[src/rtl/stby_pkg.sv]
package stby_pkg;
   typedef enum logic [2:0] {
      ST_RUN     = 3'd0,
      ST_DELAY   = 3'd1,
      ST_STOP    = 3'd2,
      ST_REGREC  = 3'd3,
      ST_CLKSTAB = 3'd4
   } stby_state_e;

   localparam logic [1:0] A_KEY   = 2'd0;
   localparam logic [1:0] A_LVSEL = 2'd1;
   localparam logic [1:0] A_MODE  = 2'd2;
   localparam logic [1:0] A_CTRL  = 2'd3;

   localparam logic [7:0] KEY_OPEN  = 8'hC9;
   localparam logic [7:0] KEY_CLOSE = 8'h00;
   localparam logic [7:0] LV_ARM    = 8'h01;
endpackage

[src/rtl/stby_prot.sv]
module stby_prot
   import stby_pkg::*;
#(
   parameter bit LV_ENABLE = 1'b1
) (
   input  logic       clk,
   input  logic       rst_n,
   input  logic       wr_en,
   input  logic [1:0] addr,
   input  logic [7:0] wdata,
   output logic       lv_q,
   output logic       err_q
);
   logic win_q;
   logic wr_key, wr_lv;

   assign wr_key = wr_en && (addr == A_KEY);
   assign wr_lv  = wr_en && (addr == A_LVSEL);

   // window lasts for exactly one write after the key byte
   always_ff @(posedge clk or negedge rst_n) begin
      if (!rst_n)     win_q <= 1'b0;
      else if (wr_en) win_q <= wr_key && (wdata == KEY_OPEN);
   end

   always_ff @(posedge clk or negedge rst_n) begin
      if (!rst_n)                                  err_q <= 1'b0;
      else if (wr_lv && !win_q)                    err_q <= 1'b1;
      else if (wr_key && (wdata == KEY_CLOSE))     err_q <= 1'b0;
   end

   generate
      if (LV_ENABLE) begin : g_lv
         logic lv_r;
         always_ff @(posedge clk or negedge rst_n) begin
            if (!rst_n)               lv_r <= 1'b0;
            else if (wr_lv && win_q)  lv_r <= (wdata == LV_ARM);
         end
         assign lv_q = lv_r;
      end else begin : g_no_lv
         assign lv_q = 1'b0;
      end
   endgenerate

   p_locked_write_r3: assert property (@(posedge clk) disable iff (!rst_n)
      (wr_lv && !win_q) |=> ($stable(lv_q) && err_q));

   p_window_one_r2: assert property (@(posedge clk) disable iff (!rst_n)
      (win_q && wr_en && !wr_key) |=> !win_q);

   p_err_clear_r3: assert property (@(posedge clk) disable iff (!rst_n)
      (wr_key && (wdata == KEY_CLOSE)) |=> (!err_q && !win_q));
endmodule

[src/rtl/stby_seq.sv]
module stby_seq
   import stby_pkg::*;
#(
   parameter int SETTLE_CYC = 5,
   parameter int REC_CYC    = 4,
   parameter int STAB_CYC   = 8
) (
   input  logic        clk,
   input  logic        rst_n,
   input  logic        stop_req,
   input  logic        irq_pend,
   input  logic        wake,
   input  logic        lv_sel,
   output stby_state_e state,
   output logic        stop_q,
   output logic        clk_stop,
   output logic        reg_low
);
   localparam int CNT_MAX = (SETTLE_CYC > REC_CYC)
                            ? ((SETTLE_CYC > STAB_CYC) ? SETTLE_CYC : STAB_CYC)
                            : ((REC_CYC > STAB_CYC) ? REC_CYC : STAB_CYC);
   localparam int CW = $clog2(CNT_MAX + 1);
   localparam logic [CW-1:0] SET_LAST  = CW'(SETTLE_CYC - 1);
   localparam logic [CW-1:0] REC_LAST  = CW'(REC_CYC - 1);
   localparam logic [CW-1:0] STAB_LAST = CW'(STAB_CYC - 1);

   initial begin
      a_settle_min_r4: assert (SETTLE_CYC >= 5)
         else $error("entry delay shorter than five cycles");
      a_counts_pos_r8: assert (REC_CYC >= 1 && STAB_CYC >= 1)
         else $error("recovery counts must be positive");
   end

   stby_state_e    st_q, st_d;
   logic [CW-1:0]  cnt_q, cnt_d;
   logic           stop_d;

   always_comb begin
      st_d   = st_q;
      cnt_d  = cnt_q;
      stop_d = stop_q;
      unique case (st_q)
         ST_RUN: begin
            cnt_d = '0;
            if (stop_req && !irq_pend) begin
               st_d   = ST_DELAY;
               stop_d = 1'b1;
            end
         end
         ST_DELAY: begin
            if (irq_pend) begin
               st_d   = ST_RUN;
               stop_d = 1'b0;
               cnt_d  = '0;
            end else if (cnt_q == SET_LAST) begin
               st_d  = ST_STOP;
               cnt_d = '0;
            end else begin
               cnt_d = cnt_q + 1'b1;
            end
         end
         ST_STOP: begin
            cnt_d = '0;
            if (wake) st_d = ST_REGREC;
         end
         ST_REGREC: begin
            if (cnt_q == REC_LAST) begin
               st_d  = ST_CLKSTAB;
               cnt_d = '0;
            end else begin
               cnt_d = cnt_q + 1'b1;
            end
         end
         ST_CLKSTAB: begin
            if (cnt_q == STAB_LAST) begin
               st_d   = ST_RUN;
               stop_d = 1'b0;
               cnt_d  = '0;
            end else begin
               cnt_d = cnt_q + 1'b1;
            end
         end
         default: begin
            st_d   = ST_RUN;
            stop_d = 1'b0;
            cnt_d  = '0;
         end
      endcase
   end

   always_ff @(posedge clk or negedge rst_n) begin
      if (!rst_n) begin
         st_q   <= ST_RUN;
         cnt_q  <= '0;
         stop_q <= 1'b0;
      end else begin
         st_q   <= st_d;
         cnt_q  <= cnt_d;
         stop_q <= stop_d;
      end
   end

   assign state    = st_q;
   assign clk_stop = (st_q == ST_STOP) || (st_q == ST_REGREC) || (st_q == ST_CLKSTAB);
   assign reg_low  = (st_q == ST_STOP) && lv_sel;

   p_entry_r4: assert property (@(posedge clk) disable iff (!rst_n)
      (st_q == ST_RUN && stop_req && !irq_pend) |=> (st_q == ST_DELAY && stop_q));

   p_stop_from_delay_r4: assert property (@(posedge clk) disable iff (!rst_n)
      $rose(clk_stop) |-> ($past(st_q) == ST_DELAY));

   p_pending_drop_r6: assert property (@(posedge clk) disable iff (!rst_n)
      (st_q == ST_RUN && irq_pend) |=> (st_q == ST_RUN && !stop_q));

   p_reglow_only_stop_r7: assert property (@(posedge clk) disable iff (!rst_n)
      reg_low |-> (st_q == ST_STOP && clk_stop));

   p_wake_recover_r8: assert property (@(posedge clk) disable iff (!rst_n)
      (st_q == ST_STOP && wake) |=> (st_q == ST_REGREC && !reg_low && clk_stop));

   p_abort_r9: assert property (@(posedge clk) disable iff (!rst_n)
      (st_q == ST_DELAY && irq_pend) |=> (st_q == ST_RUN && !clk_stop && !stop_q));
endmodule

[src/rtl/stby_ctrl.sv]
module stby_ctrl
   import stby_pkg::*;
#(
   parameter int SETTLE_CYC = 5,
   parameter int REC_CYC    = 4,
   parameter int STAB_CYC   = 8,
   parameter bit LV_ENABLE  = 1'b1
) (
   input  logic       clk,
   input  logic       rst_n,
   input  logic       wr_en,
   input  logic [1:0] addr,
   input  logic [7:0] wdata,
   output logic [7:0] rdata,
   input  logic       irq_pend,
   input  logic       wake,
   output logic       clk_stop,
   output logic       reg_low,
   output logic [2:0] status
);
   logic        lv_q, err_q, stop_q, stop_req;
   logic [1:0]  mode_q;
   stby_state_e state;

   stby_prot #(.LV_ENABLE(LV_ENABLE)) u_prot (
      .clk   (clk),
      .rst_n (rst_n),
      .wr_en (wr_en),
      .addr  (addr),
      .wdata (wdata),
      .lv_q  (lv_q),
      .err_q (err_q)
   );

   always_ff @(posedge clk or negedge rst_n) begin
      if (!rst_n)                          mode_q <= 2'b00;
      else if (wr_en && addr == A_MODE)    mode_q <= wdata[1:0];
   end

   // modes 01 and 11 select stop; only bit 0 matters
   assign stop_req = wr_en && (addr == A_CTRL) && wdata[0] && mode_q[0]
                     && (state == ST_RUN);

   stby_seq #(
      .SETTLE_CYC (SETTLE_CYC),
      .REC_CYC    (REC_CYC),
      .STAB_CYC   (STAB_CYC)
   ) u_seq (
      .clk      (clk),
      .rst_n    (rst_n),
      .stop_req (stop_req),
      .irq_pend (irq_pend),
      .wake     (wake),
      .lv_sel   (lv_q),
      .state    (state),
      .stop_q   (stop_q),
      .clk_stop (clk_stop),
      .reg_low  (reg_low)
   );

   assign status = state;

   always_comb begin
      unique case (addr)
         A_KEY:   rdata = {7'd0, err_q};
         A_LVSEL: rdata = {7'd0, lv_q};
         A_MODE:  rdata = {6'd0, mode_q};
         default: rdata = {7'd0, stop_q};
      endcase
   end

   p_bad_mode_r5: assert property (@(posedge clk) disable iff (!rst_n)
      (state == ST_RUN && wr_en && addr == A_CTRL && !mode_q[0]) |=> (status == 3'd0 && !stop_q));

   p_status_range_r10: assert property (@(posedge clk) disable iff (!rst_n)
      status <= 3'd4);
endmodule

[config.mk]
export PLATFORM = sky130hd
export DESIGN_NAME = stby_ctrl
export DESIGN_NICKNAME = d
export VERILOG_FILES = /design/src/rtl/stby_pkg.sv /design/src/rtl/stby_prot.sv /design/src/rtl/stby_seq.sv /design/src/rtl/stby_ctrl.sv
export SDC_FILE = /design/constraint.sdc
export NUM_CORES = 1
export LEC_CHECK = 0
export BUFFER_PORTS_ARGS = -buffer_cell sky130_fd_sc_hd__buf_2
export CORE_ASPECT_RATIO = 1.25
export CORE_MARGIN = 2
export CORE_UTILIZATION = 30
export CTS_CLUSTER_DIAMETER = 120
export DETAILED_ROUTE_END_ITERATION = 8
export GPL_TIMING_DRIVEN = 0
export PLACE_DENSITY = 0.6
export SLEW_MARGIN = 20
export SYNTH_ARGS = -nofsm -noshare
export SYNTH_HDL_FRONTEND = slang
export SYNTH_SLANG_ARGS = --single-unit
[constraint.sdc]
create_clock -name clk -period 3.4 [get_ports clk]
set_input_delay 0.68 -clock clk [delete_from_list [all_inputs] [get_ports clk]]
set_output_delay 0.68 -clock clk [all_outputs]
set_load 0.03 [all_outputs]
==> flow_results.org <==
** Status
- Result of the run :: finished, final reports clean

** Timing
- Total count of max-transition violations in the final report :: 0
- Final sum of negative setup slack :: 0 ns
- Once routing completed, OpenROAD measured the worst setup slack at 1.142 ns.
- Time the worst path needs with I/O delays and setup :: 2.258 ns
- Worst clock skew on the final layout :: 0.006162 ns
- Hold is met by 0.2801 ns.
- Number of setup violations in the final report :: 0
- RSZ-0062 raised after global routing :: false
- In the finished design, the share of the clock period the worst path needs comes to 0.6642.
- The number of hold-slack violations in the final timing report was 0.
- For this run, the top clock speed supported by timing is 442.8 MHz.

** Layout
- After routing the design area is 0.001011 mm^2.
- Of the cells placed in the final design, the portion with a size suffix greater than 1 is 0.3190.
- In the final layout, flip-flops and latches occupy 325.3 um^2.
- Final layout net count :: ~130
- The multi-input combinational cells in the finished layout cover a total of 429.2 um^2.
- The library cells used most frequently in the layout, excluding fill and tap cells, are 21 x sky130_fd_sc_hd__buf_2, 13 x sky130_fd_sc_hd__dfrtp_1, 9 x sky130_fd_sc_hd__inv_1, 9 x sky130_fd_sc_hd__nand2_1.
- After filler insertion, the fill cell instance count of the layout stands at ~280.
- Number of diodes :: 0
- The library cell used most frequently in the layout, excluding fill and tap cells, is sky130_fd_sc_hd__buf_2.
- Area added between synthesis and finish :: 23.55%

** Logic synthesis
- Sequential share of the synthesized area :: 0.3976
- In this run the cell area of the synthesized design comes to 818.3 um^2.
- The cell count after synthesis came out at 86.
- During synthesis, Yosys emitted a total of 0 warnings.
- Synthesized area per cell :: roughly 9.5 um^2
- Number of distinct standard cells referenced by the synthesized netlist :: 38
- Flip-flop and latch count after synthesis :: 13

** Floorplan
- Std cell rows :: 21
- I/O pin count :: 28
- Die Area :: 0.003164 mm^2
- Core area :: 0.002628 mm^2
- The die is just over 50 um wide.
- For this configuration, the core starts out at a cell density of 0.3114.
- Chip height :: 62.39 um

** Power
- Power spread over the standard cell area amounts to 480.9 mW/mm^2.
- Design Power :: approximately 0.5 mW
- Worst ir drop on vdd :: 0.3490 mV
- Leakage power :: 0.4843 nW

** Drt
- After detailed routing, the number of remaining DRC violations is 0.
- Across all layers, the routed design uses 762 vias.
- In the routed layout, each cell is associated on average with a via count of just over 5.
- Number of antenna-violating nets in the routed design :: 0
- Total wire length :: around 1800 um
- The first detailed-routing pass ran for 4 iterations.
- In this run, the number of DRC markers left after iteration 0 of detailed routing was 6.
- In the final routed layout, each cell accounts on average for ~12 um.

** CTS
- CTS placed an instance of sky130_fd_sc_hd__clkbuf_4 at the clock tree root.
- CTS clock-pin slew for the worst setup and hold paths :: 0.09 ns
- TritonCTS built the clock tree.
- Counting the buffers created by CTS gives 3.
- Once the clock tree was built, the setup fixing pass inserted 0 buffers.
- Number of cells upsized or downsized after cts :: 0
- Total of hold buffers inserted after clock tree synthesis :: 0
- Number of clock sinks :: 13
- For the worst-skew pair, the clock arrives at the later sink with an insertion delay of between 0.2 and 0.3 ns.
- In this run the deepest clock path goes through 2 buffers.
- H-tree levels :: 1

** Critical path
- Top fanout value on the critical path :: 10
- Classification of the worst setup path :: reg2out
- Kind of launch point of the worst setup path :: flip-flop
- The worst register-to-register path has a depth of 5.
- For flop-to-flop paths, the worst setup slack is 1.68 ns.
- Category of the worst setup path capture point :: primary output
- STA puts the critical path data arrival time at 1.58 ns.
- The endpoint identified for the worst register-to-register timing path is u_seq.state[1]$_DFFE_PN0P_.
- Startpoint of the most critical register-to-register path :: u_seq.cnt_q[0]$_DFF_PN0_
- Data on the critical path is required at its endpoint by 2.72 ns.

** Place
- Detailed placement finished with a half-perimeter wire length of 1414 um.
- Worst-case setup slack after placement :: approximately 1.2 ns
- Area post-placement :: about 1000 um^2
- The congestion estimate from routability-driven global placement came to 0.7629.
- Total of buffers placed on input and output ports :: 21

** Global routing
- Antenna violations before repair :: 0
- For this run the aggregate overflow at the end of global routing stands at 0.
- In the global route stage, overall resource usage came out at 0.1234.
- First-pass GRT wire length :: 3077 um
- Entering global routing, the biggest net connects 14 pins.
- The via count of the first global-routing pass is around 740.

** Min path
- Path class of the lowest-slack min-delay path :: in2async

** Job
- The tool flagged a number of max-cap violations equal to 0.
-- cell families after synthesis --
kind of cell    Yosys count  share of synthesized area
xor+xnor                  2                    0.02141
fa+ha+maj                 2                    0.03058
other cells               1                   0.004583
flops                    13                     0.3976
buf+inv                  16                     0.1009
simple gates             34                     0.2462
compound gates           16                     0.1575
mux                       2                    0.04128
-- synthesized netlist by cell type --
| cell type | count | area, um^2 |
|---|---|---|
| sky130_fd_sc_hd__a211oi_1 | 1 | 7.510 |
| sky130_fd_sc_hd__a21oi_1 | 3 | 15.01 |
| sky130_fd_sc_hd__a221oi_1 | 1 | 8.760 |
| sky130_fd_sc_hd__a31oi_1 | 1 | 6.260 |
| sky130_fd_sc_hd__a41o_1 | 1 | 10.01 |
| sky130_fd_sc_hd__and2_1 | 1 | 6.260 |
| sky130_fd_sc_hd__and3_1 | 2 | 12.51 |
| sky130_fd_sc_hd__buf_4 | 6 | 45.04 |
| sky130_fd_sc_hd__clkbuf_1 | 1 | 3.750 |
| sky130_fd_sc_hd__conb_1 | 1 | 3.750 |
| sky130_fd_sc_hd__dfrtp_1 | 13 | 325.3 |
| sky130_fd_sc_hd__ha_1 | 2 | 25.02 |
| sky130_fd_sc_hd__inv_1 | 9 | 33.78 |
| sky130_fd_sc_hd__mux2_2 | 1 | 11.26 |
| sky130_fd_sc_hd__mux4_2 | 1 | 22.52 |
| sky130_fd_sc_hd__nand2_1 | 9 | 33.78 |
| sky130_fd_sc_hd__nand3_1 | 3 | 15.01 |
| sky130_fd_sc_hd__nand3b_1 | 3 | 22.52 |
| sky130_fd_sc_hd__nand4_1 | 2 | 12.51 |
| sky130_fd_sc_hd__nor2_1 | 3 | 11.26 |
| sky130_fd_sc_hd__nor2b_1 | 1 | 6.260 |
| sky130_fd_sc_hd__nor3_1 | 1 | 5.000 |
| sky130_fd_sc_hd__nor3b_1 | 3 | 22.52 |
| sky130_fd_sc_hd__nor4b_1 | 1 | 8.760 |
| sky130_fd_sc_hd__o21ai_0 | 2 | 10.01 |
| sky130_fd_sc_hd__o221ai_1 | 1 | 8.760 |
| sky130_fd_sc_hd__o2bb2ai_1 | 1 | 8.760 |
| sky130_fd_sc_hd__o31ai_1 | 1 | 7.510 |
| sky130_fd_sc_hd__o31ai_2 | 1 | 12.51 |
| sky130_fd_sc_hd__o32ai_1 | 1 | 8.760 |
| sky130_fd_sc_hd__o41ai_1 | 1 | 8.760 |
| sky130_fd_sc_hd__o41ai_2 | 1 | 16.27 |
| sky130_fd_sc_hd__or3_1 | 2 | 12.51 |
| sky130_fd_sc_hd__or3_4 | 1 | 11.26 |
| sky130_fd_sc_hd__or4_4 | 1 | 11.26 |
| sky130_fd_sc_hd__or4b_2 | 1 | 10.01 |
| sky130_fd_sc_hd__xnor2_1 | 1 | 8.760 |
| sky130_fd_sc_hd__xor2_1 | 1 | 8.760 |
-- layer usage --
metal / share of wire / wire length (um) / GRT usage / vias to the layer above
met1: 0.42 / 775 / 0.1429 / 361
met2: 0.48 / 878 / 0.2105 / 33
met3: 0.079 / 144 / 0.04785 / 4
met4: 0.019 / 35 / 0.03041 / 0
met5: 0 / 0 / 0 / -
li1: - / - / - / 364
-- stage by stage --
| stage | cells | utilization |
|---|---|---|
| after CTS | 150 | 0.3848 |
| final | 150 | 0.3848 |
| after global placement | 146 | 0.3748 |
| after global routing | 150 | 0.3848 |
| after detailed placement | 146 | 0.3748 |
| after floorplan | 91 | - |
-- worst max-delay path, cell delays in order, from the launching register on --
cell and delay, ns:
sky130_fd_sc_hd__dfrtp_1 0.38, sky130_fd_sc_hd__clkbuf_1 0.33, sky130_fd_sc_hd__inv_1 0.12, sky130_fd_sc_hd__nand3_1 0.17, sky130_fd_sc_hd__o21ai_0 0.11, sky130_fd_sc_hd__buf_2 0.19
-- where the power goes --
group	internal (mW)	total, mW	switching [mW]
Clock	0.0455	0.100	0.0548
Sequential	0.173	0.194	0.0204
Combinational	0.0669	0.192	0.125
-- worst max path at each step --
stage	to	from
finish	clk_stop	u_seq.state[1]$_DFFE_PN0P_
global route	clk_stop	u_seq.state[1]$_DFFE_PN0P_
CTS	clk_stop	u_seq.state[1]$_DFFE_PN0P_
detailed placement	rdata[0]	addr[0]
global placement	rdata[0]	addr[0]
floorplan	clk_stop	u_seq.state[1]$_DFFE_PN0P_
-- sequential cells by signal (all words and copies together), names as in the netlist --
register / count
mode_q: 2
u_seq.state: 3
u_seq.cnt_q: 4
u_prot.err_q: 1
u_seq.stop_q: 1
u_prot.win_q: 1
u_prot.lv_q: 1
-- final cells by class --
| class | instances | area share |
|---|---|---|
| Buffer | 7 | 0.04827 |
| Sequential cell | 13 | 0.3218 |
| Timing Repair Buffer | 21 | 0.1040 |
| Tap cell | 34 | 0.04208 |
| Inverter | 9 | 0.03342 |
| Multi-Input combinational cell | 62 | 0.4245 |
| Clock buffer | 4 | 0.02599 |
No activity file was read; power rests on OpenSTA's default activity.
